`config.mk`:
```
export PLATFORM = sky130hd
export DESIGN_NAME = xlate_walker
export DESIGN_NICKNAME = d
export VERILOG_FILES = /design/src/rtl/xlate_pkg.sv /design/src/rtl/xlate_rst_sync.sv /design/src/rtl/xlate_l1_dec.sv /design/src/rtl/xlate_l2_dec.sv /design/src/rtl/xlate_ctrl.sv /design/src/rtl/xlate_walker.sv
export SDC_FILE = /design/constraint.sdc
export NUM_CORES = 1
export LEC_CHECK = 0
export ABC_CLOCK_PERIOD_IN_PS = 4300
export BUFFER_PORTS_ARGS = -buffer_cell sky130_fd_sc_hd__buf_2
export CORE_MARGIN = 2
export CORE_UTILIZATION = 35
export DETAILED_ROUTE_END_ITERATION = 10
export GPL_TIMING_DRIVEN = 0
export PLACE_DENSITY = 0.64
export SLEW_MARGIN = 20
export SYNTH_ARGS = -nofsm -noshare
export SYNTH_HDL_FRONTEND = slang
export SYNTH_HIERARCHICAL = 1
export SYNTH_SLANG_ARGS = --single-unit
```
`constraint.sdc`:
```
create_clock -name clk -period 4.3 [get_ports clk]
set_clock_uncertainty 0.05 [all_clocks]
set_input_delay 0.86 -clock clk [delete_from_list [all_inputs] [get_ports clk]]
set_output_delay 0.86 -clock clk [all_outputs]
set_load 0.01 [all_outputs]
```
`src/rtl/xlate_pkg.sv`:
```
package xlate_pkg;
  parameter int unsigned AW         = 32;
  parameter int unsigned SECT_OFF_W = 20;
  parameter int unsigned PAGE_OFF_W = 12;
  parameter int unsigned WORD_SH    = 2;

  localparam int unsigned L1_IDX_W     = AW - SECT_OFF_W;
  localparam int unsigned L2_IDX_W     = SECT_OFF_W - PAGE_OFF_W;
  localparam int unsigned L1_TBL_ALIGN = L1_IDX_W + WORD_SH;
  localparam int unsigned L2_TBL_ALIGN = L2_IDX_W + WORD_SH;

  typedef enum logic [1:0] {
    ST_IDLE     = 2'd0,
    ST_FETCH_L1 = 2'd1,
    ST_FETCH_L2 = 2'd2,
    ST_DONE     = 2'd3
  } walk_state_e;

  typedef enum logic [1:0] {
    L1_FAULT   = 2'b00,
    L1_TABLE   = 2'b01,
    L1_SECTION = 2'b10,
    L1_RSVD    = 2'b11
  } l1_kind_e;

  typedef struct packed {
    logic          fault;
    logic          cache;
    logic          buffer;
    logic [AW-1:0] paddr;
  } xlate_res_t;
endpackage

```
`src/rtl/xlate_rst_sync.sv`:
```
module xlate_rst_sync #(
  parameter int unsigned STAGES = 2
) (
  input  logic clk,
  input  logic rst_n,
  output logic rst_sync_n
);
  logic [STAGES-1:0] sync_q;

  always_ff @(posedge clk or negedge rst_n) begin
    if (!rst_n) sync_q <= '0;
    else        sync_q <= {sync_q[STAGES-2:0], 1'b1};
  end

  assign rst_sync_n = sync_q[STAGES-1];
endmodule

```
`src/rtl/xlate_l1_dec.sv`:
```
module xlate_l1_dec
  import xlate_pkg::*;
(
  input  logic [AW-1:0]         desc,
  input  logic [SECT_OFF_W-1:0] va_lo,
  output logic                  is_table,
  output logic [AW-1:0]         l2_addr,
  output xlate_res_t            res
);
  l1_kind_e kind;
  logic     unused_l1;

  assign kind      = l1_kind_e'(desc[1:0]);
  assign unused_l1 = ^desc[L2_TBL_ALIGN-1:4];

  always_comb begin
    res      = '0;
    is_table = 1'b0;
    l2_addr  = {desc[AW-1:L2_TBL_ALIGN], va_lo[SECT_OFF_W-1:PAGE_OFF_W],
                {WORD_SH{1'b0}}};
    case (kind)
      L1_SECTION: begin
        res.paddr  = {desc[AW-1:SECT_OFF_W], va_lo};
        res.cache  = desc[3];
        res.buffer = desc[2];
      end
      L1_TABLE: is_table = 1'b1;
      default:  res.fault = 1'b1;
    endcase
  end
endmodule

```
`src/rtl/xlate_l2_dec.sv`:
```
module xlate_l2_dec
  import xlate_pkg::*;
(
  input  logic [AW-1:0]         desc,
  input  logic [PAGE_OFF_W-1:0] va_pg,
  output xlate_res_t            res
);
  logic unused_l2;
  assign unused_l2 = ^{desc[PAGE_OFF_W-1:4], desc[0]};

  always_comb begin
    res = '0;
    if (desc[1]) begin
      res.paddr  = {desc[AW-1:PAGE_OFF_W], va_pg};
      res.cache  = desc[3];
      res.buffer = desc[2];
    end else begin
      res.fault = 1'b1;
    end
  end
endmodule

```
`src/rtl/xlate_ctrl.sv`:
```
module xlate_ctrl
  import xlate_pkg::*;
(
  input  logic                  clk,
  input  logic                  rst_n,
  input  logic                  xl_enable,
  input  logic [AW-1:0]         tbl_base,
  input  logic                  req_valid,
  input  logic [AW-1:0]         req_vaddr,
  input  logic                  mem_rd_valid,
  input  logic                  l1_is_table,
  input  logic [AW-1:0]         l1_l2_addr,
  input  xlate_res_t            l1_res,
  input  xlate_res_t            l2_res,
  output logic [SECT_OFF_W-1:0] va_lo,
  output logic                  req_ready,
  output logic                  mem_rd_en,
  output logic [AW-1:0]         mem_rd_addr,
  output logic                  rsp_done,
  output xlate_res_t            rsp_res
);
  walk_state_e           state_q, state_d;
  logic [SECT_OFF_W-1:0] va_q, va_d;
  logic [AW-1:0]         addr_q, addr_d;
  xlate_res_t            res_q, res_d;
  logic                  load_va, load_addr, load_res;
  logic                  unused_base;

  assign unused_base = ^tbl_base[L1_TBL_ALIGN-1:0];

  // next-state and datapath selection
  always_comb begin
    state_d   = state_q;
    va_d      = req_vaddr[SECT_OFF_W-1:0];
    addr_d    = {tbl_base[AW-1:L1_TBL_ALIGN], req_vaddr[AW-1:SECT_OFF_W],
                 {WORD_SH{1'b0}}};
    res_d     = l1_res;
    load_va   = 1'b0;
    load_addr = 1'b0;
    load_res  = 1'b0;
    case (state_q)
      ST_IDLE: begin
        if (req_valid) begin
          load_va = 1'b1;
          if (xl_enable) begin
            load_addr = 1'b1;
            state_d   = ST_FETCH_L1;
          end else begin
            res_d    = '{fault: 1'b0, cache: 1'b0, buffer: 1'b0, paddr: req_vaddr};
            load_res = 1'b1;
            state_d  = ST_DONE;
          end
        end
      end
      ST_FETCH_L1: begin
        if (mem_rd_valid) begin
          if (l1_is_table) begin
            addr_d    = l1_l2_addr;
            load_addr = 1'b1;
            state_d   = ST_FETCH_L2;
          end else begin
            res_d    = l1_res;
            load_res = 1'b1;
            state_d  = ST_DONE;
          end
        end
      end
      ST_FETCH_L2: begin
        if (mem_rd_valid) begin
          res_d    = l2_res;
          load_res = 1'b1;
          state_d  = ST_DONE;
        end
      end
      default: state_d = ST_IDLE;
    endcase
  end

  always_ff @(posedge clk or negedge rst_n) begin
    if (!rst_n) state_q <= ST_IDLE;
    else        state_q <= state_d;
  end

  always_ff @(posedge clk or negedge rst_n) begin
    if (!rst_n)       va_q <= '0;
    else if (load_va) va_q <= va_d;
  end

  always_ff @(posedge clk or negedge rst_n) begin
    if (!rst_n)         addr_q <= '0;
    else if (load_addr) addr_q <= addr_d;
  end

  always_ff @(posedge clk or negedge rst_n) begin
    if (!rst_n)        res_q <= '0;
    else if (load_res) res_q <= res_d;
  end

  assign va_lo       = va_q;
  assign req_ready   = (state_q == ST_IDLE);
  assign mem_rd_en   = (state_q == ST_FETCH_L1) || (state_q == ST_FETCH_L2);
  assign mem_rd_addr = addr_q;
  assign rsp_done    = (state_q == ST_DONE);
  assign rsp_res     = res_q;
endmodule

```
`src/rtl/xlate_walker.sv`:
```
module xlate_walker
  import xlate_pkg::*;
(
  input  logic          clk,
  input  logic          rst_n,
  input  logic          xl_enable,
  input  logic [AW-1:0] tbl_base,
  input  logic          req_valid,
  input  logic [AW-1:0] req_vaddr,
  output logic          req_ready,
  output logic          rsp_done,
  output logic [AW-1:0] rsp_paddr,
  output logic          rsp_fault,
  output logic          rsp_cacheable,
  output logic          rsp_bufferable,
  output logic          mem_rd_en,
  output logic [AW-1:0] mem_rd_addr,
  input  logic          mem_rd_valid,
  input  logic [AW-1:0] mem_rd_data
);
  logic                  rst_sync_n;
  logic [SECT_OFF_W-1:0] va_lo;
  logic                  l1_is_table;
  logic [AW-1:0]         l1_l2_addr;
  xlate_res_t            l1_res, l2_res, rsp_res;

  xlate_rst_sync #(.STAGES(2)) i_rst_sync (
    .clk        (clk),
    .rst_n      (rst_n),
    .rst_sync_n (rst_sync_n)
  );

  xlate_l1_dec i_l1_dec (
    .desc     (mem_rd_data),
    .va_lo    (va_lo),
    .is_table (l1_is_table),
    .l2_addr  (l1_l2_addr),
    .res      (l1_res)
  );

  xlate_l2_dec i_l2_dec (
    .desc  (mem_rd_data),
    .va_pg (va_lo[PAGE_OFF_W-1:0]),
    .res   (l2_res)
  );

  xlate_ctrl i_ctrl (
    .clk          (clk),
    .rst_n        (rst_sync_n),
    .xl_enable    (xl_enable),
    .tbl_base     (tbl_base),
    .req_valid    (req_valid),
    .req_vaddr    (req_vaddr),
    .mem_rd_valid (mem_rd_valid),
    .l1_is_table  (l1_is_table),
    .l1_l2_addr   (l1_l2_addr),
    .l1_res       (l1_res),
    .l2_res       (l2_res),
    .va_lo        (va_lo),
    .req_ready    (req_ready),
    .mem_rd_en    (mem_rd_en),
    .mem_rd_addr  (mem_rd_addr),
    .rsp_done     (rsp_done),
    .rsp_res      (rsp_res)
  );

  assign rsp_paddr      = rsp_res.paddr;
  assign rsp_fault      = rsp_res.fault;
  assign rsp_cacheable  = rsp_res.cache;
  assign rsp_bufferable = rsp_res.buffer;
endmodule

```
==> summary.md, run 1 <==
| Metric | Value |
|---|---|
| Run status | `completed` |
| Antenna violation net count after detailed routing | `0` |
| Starting density of the core | `0.360` |
| PortBufs | `~150` |
| DRC Markers | `0` |
| Min Clock Period, post-route | `2.46 ns` |
| Drt pass-1 iters | `4` |
| Total length of routed wires | `between 15000 and 20000 um` |
| Setup tns final | `0 ns` |
| Class of the most critical setup path | `input port to flip-flop` |
| Bufs on Longest Clock Path | `2` |
| Seq pwr share | `0.343` |
| WL per Instance | `between 15 and 20 um` |
| Max-Slew Margin vs Limit | `0.565` |
| Detail-routed via count per cell | `slightly above 5` |
| Startpoint kind of the worst setup timing path | `input port` |
| Number of enable-type register cells in the synthesized netlist | `0` |
| Net count, final | `~760` |
| Total congestion overflow | `0` |
| Worst path most repeated cell | `buf_2` |
| Height of the die | `approximately 130 um` |
| Initial antenna violation count | `0` |
| Final cycle utilization of the critical path | `0.572` |
| GPL Wtd Cong | `around 0.86` |
| Cell area after synthesis | `approximately 5300 sq um` |
| Cell family with the largest share of critical-path delay | `buffers and inverters` |
| Type of the worst min-delay path | `input port to async pin` |
| Floorplan die area | `16000 sq um` |
| Highest cell delay on the worst timing path | `between 0.3 and 0.4 ns` |
| Clock-pin slew on the worst setup and hold paths | `approximately 0.07 ns` |
| Hold violation total from the final report | `0` |
| Buffers & Inverters on Critical Path | `3` |
| CTS tree | `done` |
| Pwr dens | `about 660 nW/um^2` |
| Synth async-reset ratio | `1.00` |
| Area growth from synthesis to layout | `25.5%` |
| Clock sinks | `91` |
| Cells after Synth | `around 490` |
| Clock power share | `0.207` |
| Arrival time of the worst setup path | `between 2 and 3 ns` |
| Sw Pwr | `~1.6 mW` |
| Crit. End Element | `flip-flop` |
| Critical path data required time | `about 4.5 ns` |
| Hold-fix buffers, CTS | `0` |
| Synth warn | `6` |
| Post-synthesis register bit count | `just over 90` |
| Via count of the first global-routing pass | `about 4500` |
| Critical path's slowest cell | `mux2_2` |
| Max_cap viols | `0` |
| Post-synth top flop | `dfrtp_1` |
| DRC violation total after the first TritonRoute iteration | `208` |
| Critical path peak fanout | `10` |
| Unique cell type count in the Yosys netlist | `31` |
| Width of the die | `between 100 and 150 um` |
| Via count | `about 4200` |
| Leakage dissipation | `between 3 and 4 nW` |
| DP Wirelength | `roughly 12000 um` |
| Overall Power | `about 4.3 mW` |
| Maximum level of the CTS H-tree | `3` |
| Io pins | `171` |
| Proportion of power drawn by combinational gates | `0.450` |
| Ordered cell list for the critical path | `buf_2 -> inv_1 -> ha_1 -> nor2b_1 -> o21ai_1 -> a21oi_4 -> buf_2 -> mux2_2` |
| Final setup violation count | `0` |
| Overall fraction of global-route tracks in use | `0.196` |
| Tightest Pin Transition | `0.653 ns` |
| Peak supply drop | `about 0.27 mV` |
| Number of standard-cell rows in the floorplan | `44` |
| Internal Pwr Total | `~2.7 mW` |
| Setup repair after global routing missed its margin | `no` |
| Resize count post-CTS | `0` |
| Highest Clock Rate | `between 400 and 500 MHz` |
| Sequential fraction of the synthesis area | `0.433` |
| Antenna diode instance count | `0` |
| Num CTS Buffers | `9` |
| Largest net degree at the start of global routing | `54` |
| Root buffer cell | `clkbuf_16` |
| Setup Buffers After CTS | `0` |
| Global-route wire length before repair | `between 20000 and 25000 um` |
| Syn avg cell area | `between 10 and 15 sq um` |
| Switching share of power | `0.375` |
| Number of pins exceeding their max-slew limit in the final report | `0` |
| Placeable core area | `14600 sq um` |
| Worst-Skew Late Latency | `around 0.35 ns` |
| Fraction of final layout cells sized beyond drive strength 1 | `0.505` |
layout make-up:
cell class / instances / area, sq um
fill: 1410 / 7990
multi-input combinational: 320 / 2520
sequential: 91 / 2280
timing repair buffer: 149 / 768
buffer: 66 / 424
clock buffer: 11 / 253
tap: 184 / 230
clock inverter: 5 / 82.6
inverter: 10 / 37.5
power by group through the flow:
stage	combinational (mW)	sequential (mW)	clock (mW)
2_1_floorplan	1.15	1.60	0
3_3_place_gp	1.90	1.49	0
3_5_place_dp	1.96	1.51	0
4_1_cts	1.97	1.49	0.917
5_1_grt	2.14	1.55	0.948
6_report	1.95	1.49	0.897
flip-flops by register name, summed over array words and instances, names as in the netlist:
name,count
i_rst_sync/sync_q,2
i_ctrl/mem_rd_addr,32
i_ctrl/state_q,2
i_ctrl/va_lo,20
i_ctrl/rsp_res,35
per-stage QoR:
stage | worst slack, ns | instance area (sq um) | hold slack (ns) | utilization | instances
6_report | 1.84 | 6600 | 0.225 | 0.452 | 836
5_1_grt | 1.59 | 6600 | 0.211 | 0.452 | 836
3_5_place_dp | 1.44 | 6260 | 0.282 | 0.429 | 820
4_1_cts | 1.81 | 6600 | 0.217 | 0.452 | 836
3_3_place_gp | 0.388 | 6230 | 0.287 | 0.427 | 819
2_1_floorplan | 1.53 | 5260 | 0.281 | - | 487
routing by layer:
layer | global-route usage | vias up | routed length (um)
met5 | 0 | - | 0
met4 | 0.0549 | 0 | 278
met3 | 0.0430 | 17 | 835
met2 | 0.307 | 116 | 7040
met1 | 0.273 | 2066 | 7240
li1 | - | 2006 | -
worst register-to-register path, cell delays in order, from the launching register on:
cell and delay, ns:
dfrtp_1 0.47, inv_1 0.12, ha_1 0.28, nor2_1 0.44, clkbuf_1 0.46, o2bb2ai_1 0.17, mux2_2 0.29
synthesized netlist by cell type (4+ instances only):
library cell,n,share of area
ha_1,9,0.021
o2bb2ai_1,32,0.053
and2_2,48,0.069
dfrtp_1,91,0.43
clkbuf_1,9,0.0064
a21oi_1,31,0.030
nor2_1,33,0.024
buf_4,32,0.046
and2_1,21,0.025
mux2i_1,30,0.057
buf_2,15,0.014
buf_6,4,0.0086
nand3_1,5,0.0048
mux2_2,55,0.12
a22oi_1,32,0.046
clkbuf_2,6,0.0057
inv_1,10,0.0071
cell families (layout without fill, tap and decap cells):
group                    Yosys count  in the layout  synth area share
AO/OA/AOI/OAI                    108            108             0.150
other                              2              3           0.00143
AND/OR/NAND/NOR                  115            115             0.130
multiplexers                      85             85             0.175
flip-flops                        91             91             0.433
adder cells (fa/ha/maj)            9              9            0.0214
buffers and inverters             76            241            0.0879
final timing paths:
check                                  endpoint  slack (ns)  cells after the start                  from
max                          i_ctrl/rsp_res[30]        1.84                      8        mem_rd_data[1]
min                        i_rst_sync/sync_q[1]        0.23                      1                 rst_n
max reg2reg                  i_ctrl/rsp_res[15]        1.93                      6     i_ctrl/state_q[0]
min reg2reg                  i_ctrl/rsp_res[19]        0.26                      0  i_rst_sync/sync_q[1]
max in group asynchronous     i_ctrl/state_q[1]        3.28                      1  i_rst_sync/sync_q[1]
min in group clk           i_rst_sync/sync_q[1]        0.31                      0  i_rst_sync/sync_q[0]
cell usage in the layout, fill, tap and decap left out, types with 4 or more instances in the layout:
cell type  netlist  layout
mux2i_1         30      30
dfrtp_1         91      90
mux2_2          55      55
clkbuf_1         9       9
buf_2           15     163
a21oi_1         31      31
nor2_1          33      33
nand3_1          5       5
o2bb2ai_1       32      32
buf_6            4       4
clkbuf_16        0       9
and2_2          48      48
inv_1           10      10
ha_1             9       9
buf_4           32      32
and2_1          21      21
clkbuf_2         6       6
a22oi_1         32      32
Power figures use the tool's default switching activity.
==> run 2: changes to the inputs <==
- ABC_AREA: unset -> 1
- ABC_CLOCK_PERIOD_IN_PS: 4300 -> 2200
- clock period: 4.3 -> 2.2 ns (I/O delays scaled with it)
==> run 2 against run 1 <==
Against the previous run: routed wire length increased by 32%; non-clock buffer count grew 25; largest power group unchanged; worst setup slack worse by 1.7 ns; via count is 59% higher; register-to-register slack worse by 1.8 ns; largest cell class unchanged; global-route usage grew 1.4 points; final cell count rose by 69%; design area increased by 20%; first-iteration DRC count rose to 2.6 times the previous value; highest routed layer unchanged.
==> summary.md, run 2 <==
| Metric | Value |
|---|---|
| Run status | `completed` |
| Width of the die | `140 um (+11%)` |
| Total non-filler cell area in the finished layout | `7890 sq um (+20%)` |
| Antenna diode instance count | `0 (unchanged)` |
| Total length of routed wires | `20300 um (+32%)` |
| Unique cell type count in the Yosys netlist | `23 (-26%)` |
| Cells after Synth | `1022 (+110%)` |
| Io pins | `171 (unchanged)` |
| WL per Instance | `14.3 um (-22%)` |
| Clock sinks | `91 (unchanged)` |
| Global-route wire length before repair | `32600 um (+34%)` |
| CTS tree | `done` |
| Min Clock Period, post-route | `2.04 ns` |
| Bufs on Longest Clock Path | `2 (unchanged)` |
| Placement Setup Slack | `0.0525 ns (-1.38 ns)` |
| Sequential fraction of the synthesis area | `0.350 (-0.0833)` |
| Commonest non-fill, non-tap cell in the layout | `nand2_1` |
| Placeable core area | `18100 sq um (+24%)` |
| Crit. End Element | `flip-flop` |
| DP Wirelength | `15000 um (+30%)` |
| Post-synthesis register bit count | `91 (unchanged)` |
| Final-layout fill cell count | `1922 (+36%)` |
| Setup Buffers After CTS | `0 (unchanged)` |
| Sw Pwr | `4.21 mW (+160%)` |
| Commonest cells after routing, fill and taps aside | `nand2_1, buf_2, inv_1, dfrtp_1, nand3_1` |
| Post-placement cell area | `7560 sq um (+21%)` |
| Final cycle utilization of the critical path | `0.929` |
| Worst-Skew Late Latency | `0.36 ns (about the same)` |
| Number of enable-type register cells in the synthesized netlist | `0 (unchanged)` |
| Switching share of power | `0.447 (+0.0723)` |
| Total congestion overflow | `0 (unchanged)` |
| Most frequent cells after synthesis | `nand2_1, inv_1, dfrtp_1, nand3_1, a21oi_1` |
| Num CTS Buffers | `9 (unchanged)` |
| Post-synth top flop | `dfrtp_1` |
| Fraction of final layout cells sized beyond drive strength 1 | `0.233 (-0.272)` |
| Critical path data required time | `2.39 ns (-2.09 ns)` |
| Initial antenna violation count | `0 (unchanged)` |
| Buffers & Inverters on Critical Path | `2 (-1)` |
| Height of the die | `140 um (+11%)` |
| Peak supply drop | `0.491 mV (+83%)` |
| Critical path's slowest cell | `o21ai_0` |
| Tightest Pin Transition | `0.660 ns (+0.00749 ns)` |
| Ordered cell list for the critical path | `inv_1 -> ha_1 -> nand3_2 -> clkbuf_1 -> o21ai_0 -> a21oi_2` |
| Clock-pin slew on the worst setup and hold paths | `0.07 ns (about the same)` |
| Root buffer cell | `clkbuf_16` |
| Max-Slew Margin vs Limit | `0.560 (-0.00500)` |
| Number of standard-cell rows in the floorplan | `49 (+11%)` |
| Amount of wire on met3 after detailed routing | `1400 um (+68%)` |
| Synth async-reset ratio | `1.00 (unchanged)` |
| Largest net degree at the start of global routing | `47 (-13%)` |
| Antenna violation net count after detailed routing | `0 (unchanged)` |
| Cell type with the largest total area after synthesis | `dfrtp_1` |
| Arrival time of the worst setup path | `2.23 ns (-0.41 ns)` |
| Setup repair after global routing missed its margin | `no` |
| PortBufs | `147 (-0.68%)` |
| Post-route worst hold slack | `0.294 ns (+0.0687 ns)` |
| Detail-routed via count per cell | `4.73 (-5.9%)` |
| Proportion of power drawn by combinational gates | `0.515 (+0.065)` |
| Area growth from synthesis to layout | `21.3%` |
| Cell family with the largest share of critical-path delay | `compound AO/OA/AOI/OAI gates` |
| Critical path peak fanout | `10 (unchanged)` |
| Flip-flop count of the largest register after layout | `35 (unchanged)` |
| Leakage dissipation | `4.88 nW (+46%)` |
| Max_cap viols | `0 (unchanged)` |
| Pwr dens | `1200 nW/um^2 (+82%)` |
| Top layer reached by signal wires | `met4` |
| Floorplan die area | `19700 sq um (+23%)` |
| Class of the most critical setup path | `flip-flop to flip-flop` |
| Starting density of the core | `0.360 (-0.000538)` |
| Overall fraction of global-route tracks in use | `0.210 (+0.0142)` |
| Post-route worst setup slack | `0.156 ns (-1.68 ns)` |
| GPL Wtd Cong | `0.858 (about the same)` |
| Highest Clock Rate | `roughly 490 MHz` |
| Drt pass-1 iters | `5 (+1)` |
| Via count of the first global-routing pass | `6347 (+41%)` |
| Dominant cell by count in the synthesized netlist | `nand2_1` |
| Cell area after synthesis | `6500 sq um (+24%)` |
| Internal Pwr Total | `5.21 mW (+92%)` |
| Net count, final | `1293 (+71%)` |
| Final setup violation count | `0 (unchanged)` |
| Sum of routed wire segments on met1 | `9010 um (+24%)` |
| DRC violation total after the first TritonRoute iteration | `541 (+160%)` |
| Type of the worst min-delay path | `input port to flip-flop` |
| Clock power share | `0.179 (-0.028)` |
| Setup tns final | `0 ns (unchanged)` |
| Synth warn | `6 (unchanged)` |
| Total met2 wirelength after detailed routing | `9510 um (+35%)` |
| DRC Markers | `0 (unchanged)` |
| Highest cell delay on the worst timing path | `0.45 ns (+0.08 ns)` |
| Seq pwr share | `0.306 (-0.037)` |
| Number of pins exceeding their max-slew limit in the final report | `0 (unchanged)` |
| Cell types with the largest area share after synthesis | `dfrtp_1, nand2_1, inv_1` |
| Syn avg cell area | `6.36 sq um (-41%)` |
| Via count | `6701 (+59%)` |
| Startpoint kind of the worst setup timing path | `flip-flop` |
| Maximum level of the CTS H-tree | `3 (unchanged)` |
| Share of the synthesized area in the top cell type | `0.350 (-0.0833)` |
| Hold violation total from the final report | `0 (unchanged)` |
==> run 2: cell count changes after synthesis, moves of 38 or more <==
cell	previous run	this run
nand2_1	3	418
inv_1	10	154
nand3_1	5	68
mux2_2	55	0
and2_2	48	0
o21ai_0	2	40
==> run 2: power groups by stage <==
stage | Sequential, mW | Clock (mW) | Combinational [mW]
floorplan | 3.13 | 0 | 2.97
global placement | 2.91 | 0 | 4.74
detailed placement | 2.92 | 0 | 4.82
CTS | 2.89 | 1.72 | 4.85
global route | 2.99 | 1.81 | 5.44
finish | 2.89 | 1.68 | 4.86
==> run 2: worst reg2reg max path: cells and delay by family (launching register included) <==
kind | cells | cell delay [ns]
compound gates | 2 | 0.57
buf+inv | 2 | 0.47
flops | 1 | 0.41
fa+ha+maj | 1 | 0.24
simple gates | 1 | 0.20
==> run 2: cells by family after synthesis <==
group | after synthesis | share of synthesized area
DFF | 91 | 0.350
and+or+nand+nor | 537 | 0.329
AOI/OAI and AO/OA | 127 | 0.118
adders and majority gates | 9 | 0.0173
buffers and inverters | 256 | 0.185
other | 2 | 0.00115
==> run 2: per-layer routing <==
metal | GRT usage | up-vias
met5 | 0 | -
met4 | 0.0574 | 0
met3 | 0.0465 | 26
met2 | 0.348 | 220
met1 | 0.277 | 3101
li1 | - | 3354
==> run 2: repair_timing <==
action,in CTS,in global routing
hold endpoints to repair,2,0
setup endpoints to repair,0,30
hold buffers,1,0
resized for setup,0,9
==> run 2: path summary, 6_finish.rpt <==
check,slack [ns],cells after the start,to,startpoint
setup / recovery,0.16,6,i_ctrl/mem_rd_addr[2],i_ctrl/state_q[1]
max in group asynchronous,1.12,1,i_ctrl/mem_rd_addr[11],i_rst_sync/sync_q[1]
hold reg to reg,0.30,0,i_rst_sync/sync_q[1],i_rst_sync/sync_q[0]
hold / removal,0.29,3,i_ctrl/va_lo[5],req_vaddr[5]
min in group asynchronous,0.31,0,i_ctrl/va_lo[5],i_rst_sync/sync_q[1]
setup reg to reg,0.16,6,i_ctrl/mem_rd_addr[2],i_ctrl/state_q[1]
==> run 2: final cells by class <==
| type | instances | area (sq um) | share of cell area |
|---|---|---|---|
| tap | 229 | 287 | 0.0363 |
| sequential | 91 | 2280 | 0.289 |
| timing repair buffer | 149 | 773 | 0.0980 |
| inverter | 165 | 619 | 0.0785 |
| buffer | 91 | 593 | 0.0752 |
| multi-input combinational | 676 | 3030 | 0.384 |
| clock buffer | 10 | 229 | 0.0290 |
| clock inverter | 5 | 78.8 | 0.00999 |
==> run 2: through the flow <==
stage	total power [mW]	std cells	util
6_report	9.43	1416	0.436
5_1_grt	10.2	1416	0.436
4_1_cts	9.47	1416	0.436
3_5_place_dp	7.74	1400	0.418
3_3_place_gp	7.65	1399	0.416
2_1_floorplan	6.10	1023	-
==> run 3: changes to the inputs <==
- RECOVER_POWER: unset -> 50
==> run 3 against run 2 <==
Against the previous run: power down 0.84%; combinational power down 2%; sequential power about the same; flip-flop and latch count unchanged; fmax up 0.31%; critical path type unchanged; largest power group unchanged; highest routed layer unchanged.
==> summary.md, run 3 (same netlist as run 2, synthesis figures left out) <==
| Metric | Value |
|---|---|
| Run status | `completed` |
| Min Clock Period, post-route | `2.04 ns (-0.00626 ns)` |
| Clock sinks | `91 (unchanged)` |
| Floorplan die area | `19700 sq um (unchanged)` |
| Post-layout util | `0.433 (-0.00360)` |
| Antenna violation net count after detailed routing | `0 (unchanged)` |
| Pwr dens | `1190 nW/um^2 (about the same)` |
| Count of cells along the worst register-to-register path | `6 (unchanged)` |
| Overall Power | `9.35 mW (-0.84%)` |
| Tightest Pin Transition | `1.05 ns (+0.393 ns)` |
| Final cycle utilization of the critical path | `0.926 (-0.00284)` |
| Detail-routed via count per cell | `4.75 (+0.30%)` |
| Worst-Skew Late Latency | `0.36 ns (about the same)` |
| Number of standard-cell rows in the floorplan | `49 (unchanged)` |
| Drt pass-1 iters | `5 (unchanged)` |
| Startpoint kind of the worst setup timing path | `flip-flop` |
| Commonest cells after routing, fill and taps aside | `nand2_1, inv_1, buf_2, dfrtp_1, nand3_1` |
| DP Wirelength | `15000 um (unchanged)` |
| Setup repair after global routing missed its margin | `no` |
| Fraction of final layout cells sized beyond drive strength 1 | `0.204 (-0.0286)` |
| Type of the worst min-delay path | `input port to flip-flop` |
| Global-route wire length before repair | `32600 um (unchanged)` |
| # placed instances | `1400 (unchanged)` |
| Post-placement cell area | `7560 sq um (unchanged)` |
| Highest Clock Rate | `491 MHz (+0.31%)` |
| PortBufs | `147 (unchanged)` |
| Antenna diode instance count | `0 (unchanged)` |
| Max-Slew Margin vs Limit | `0.298 (-0.262)` |
| Bufs on Longest Clock Path | `2 (unchanged)` |
| Final cell count without fillers | `1416 (unchanged)` |
| Io pins | `171 (unchanged)` |
| Placement Setup Slack | `0.0525 ns (unchanged)` |
| Reg-to-reg slack, setup | `0.16 ns (about the same)` |
| Maximum level of the CTS H-tree | `3 (unchanged)` |
| DRC Markers | `0 (unchanged)` |
| Total length of routed wires | `20300 um (about the same)` |
| Area growth from synthesis to layout | `20.3%` |
| Placeable core area | `18100 sq um (unchanged)` |
| Net count, final | `1293 (unchanged)` |
| Capture point of the critical path | `i_ctrl/mem_rd_addr[2]` |
| Number of pins exceeding their max-slew limit in the final report | `0 (unchanged)` |
| Setup tns final | `0 ns (unchanged)` |
| Via count | `6721 (+0.30%)` |
| Class of the most critical setup path | `flip-flop to flip-flop` |
| Commonest non-fill, non-tap cell in the layout | `nand2_1` |
| Setup crit start | `i_ctrl/state_q[1]` |
| Leakage dissipation | `4.77 nW (-2.2%)` |
| Total non-filler cell area in the finished layout | `7820 sq um (-0.82%)` |
| Clock-pin slew on the worst setup and hold paths | `0.07 ns (about the same)` |
| Post-route worst setup slack | `0.162 ns (+0.00626 ns)` |
| Total congestion overflow | `0 (unchanged)` |
| Height of the die | `140 um (unchanged)` |
| Via count of the first global-routing pass | `6347 (unchanged)` |
| Peak supply drop | `0.488 mV (-0.46%)` |
| Reg2Reg Launch Point | `i_ctrl/state_q[1]` |
| Width of the die | `140 um (unchanged)` |
| Largest net degree at the start of global routing | `47 (unchanged)` |
| Initial antenna violation count | `0 (unchanged)` |
| DRC violation total after the first TritonRoute iteration | `588 (+8.7%)` |
| Post-route worst hold slack | `0.296 ns (+0.00210 ns)` |
| Final setup violation count | `0 (unchanged)` |
| Overall fraction of global-route tracks in use | `0.210 (unchanged)` |
| Capture instance of the worst register-to-register path | `i_ctrl/mem_rd_addr[2]` |
| Starting density of the core | `0.360 (unchanged)` |
| Flip-flop count of the largest register after layout | `35 (unchanged)` |
| Num CTS Buffers | `9 (unchanged)` |
| WL per Instance | `14.3 um (about the same)` |
| CTS tree | `done` |
| Max_cap viols | `0 (unchanged)` |
| Critical path peak fanout | `10 (unchanged)` |
| Crit. End Element | `flip-flop` |
| Arrival time of the worst setup path | `2.23 ns (about the same)` |
| Root buffer cell | `clkbuf_16` |
| GPL Wtd Cong | `0.858 (unchanged)` |
| Critical path data required time | `2.39 ns (about the same)` |
| Hold violation total from the final report | `0 (unchanged)` |
## run 3: changes by cell type in the layout (fill, tap and decap cells not counted), sizes merged
cell    previous run  this run
buf              217       182
clkbuf            32        67
## run 3: worst min path at each step
stage / start / end / slack, ns / cells after the start
6_report: req_vaddr[5] / i_ctrl/va_lo[5] / 0.30 / 3
5_1_grt: req_vaddr[5] / i_ctrl/va_lo[5] / 0.29 / 3
4_1_cts: req_vaddr[5] / i_ctrl/va_lo[5] / 0.29 / 3
3_5_place_dp: rst_n / i_rst_sync/sync_q[0] / 0.18 / 1
3_3_place_gp: rst_n / i_rst_sync/sync_q[0] / 0.18 / 1
2_1_floorplan: rst_n / i_rst_sync/sync_q[0] / 0.09 / 0
## run 3: critical path, stage by stage (launching register included)
cell	delay, ns
dfrtp_1	0.41
inv_1	0.14
ha_1	0.24
nand3_2	0.20
clkbuf_1	0.32
o21ai_0	0.45
a21oi_2	0.11
## run 3: report_power, final
| group | total [mW] | leakage, nW | internal, mW | switching [mW] |
|---|---|---|---|---|
| clock network | 1.68 | 0.152 | 0.988 | 0.690 |
| registers | 2.90 | 1.11 | 2.43 | 0.463 |
| logic | 4.77 | 3.51 | 1.71 | 3.06 |
## run 3: what timing repair did
| item | 4_1_cts | 5_1_grt |
|---|---|---|
| hold endpoints to repair | 2 | 0 |
| hold buffers | 1 | 0 |
| resized for setup | 0 | 9 |
| setup buffers | 0 | 0 |
| setup endpoints to repair | 0 | 30 |
## run 3: cell type report
type                    count  area (sq um)
repair buffers            149           711
plain buffers              91           593
flip-flops and latches     91          2280
well taps                 229           287
clock inverters             5          78.8
multi-input cells         676          3030
fillers                  1943         10300
inverters                 165           619
clock buffers              10           229
## run 3: routing by layer
layer / track usage / share of wire
met5: 0 / 0
met2: 0.348 / 0.47
met4: 0.0574 / 0.019
met1: 0.277 / 0.44
met3: 0.0465 / 0.068
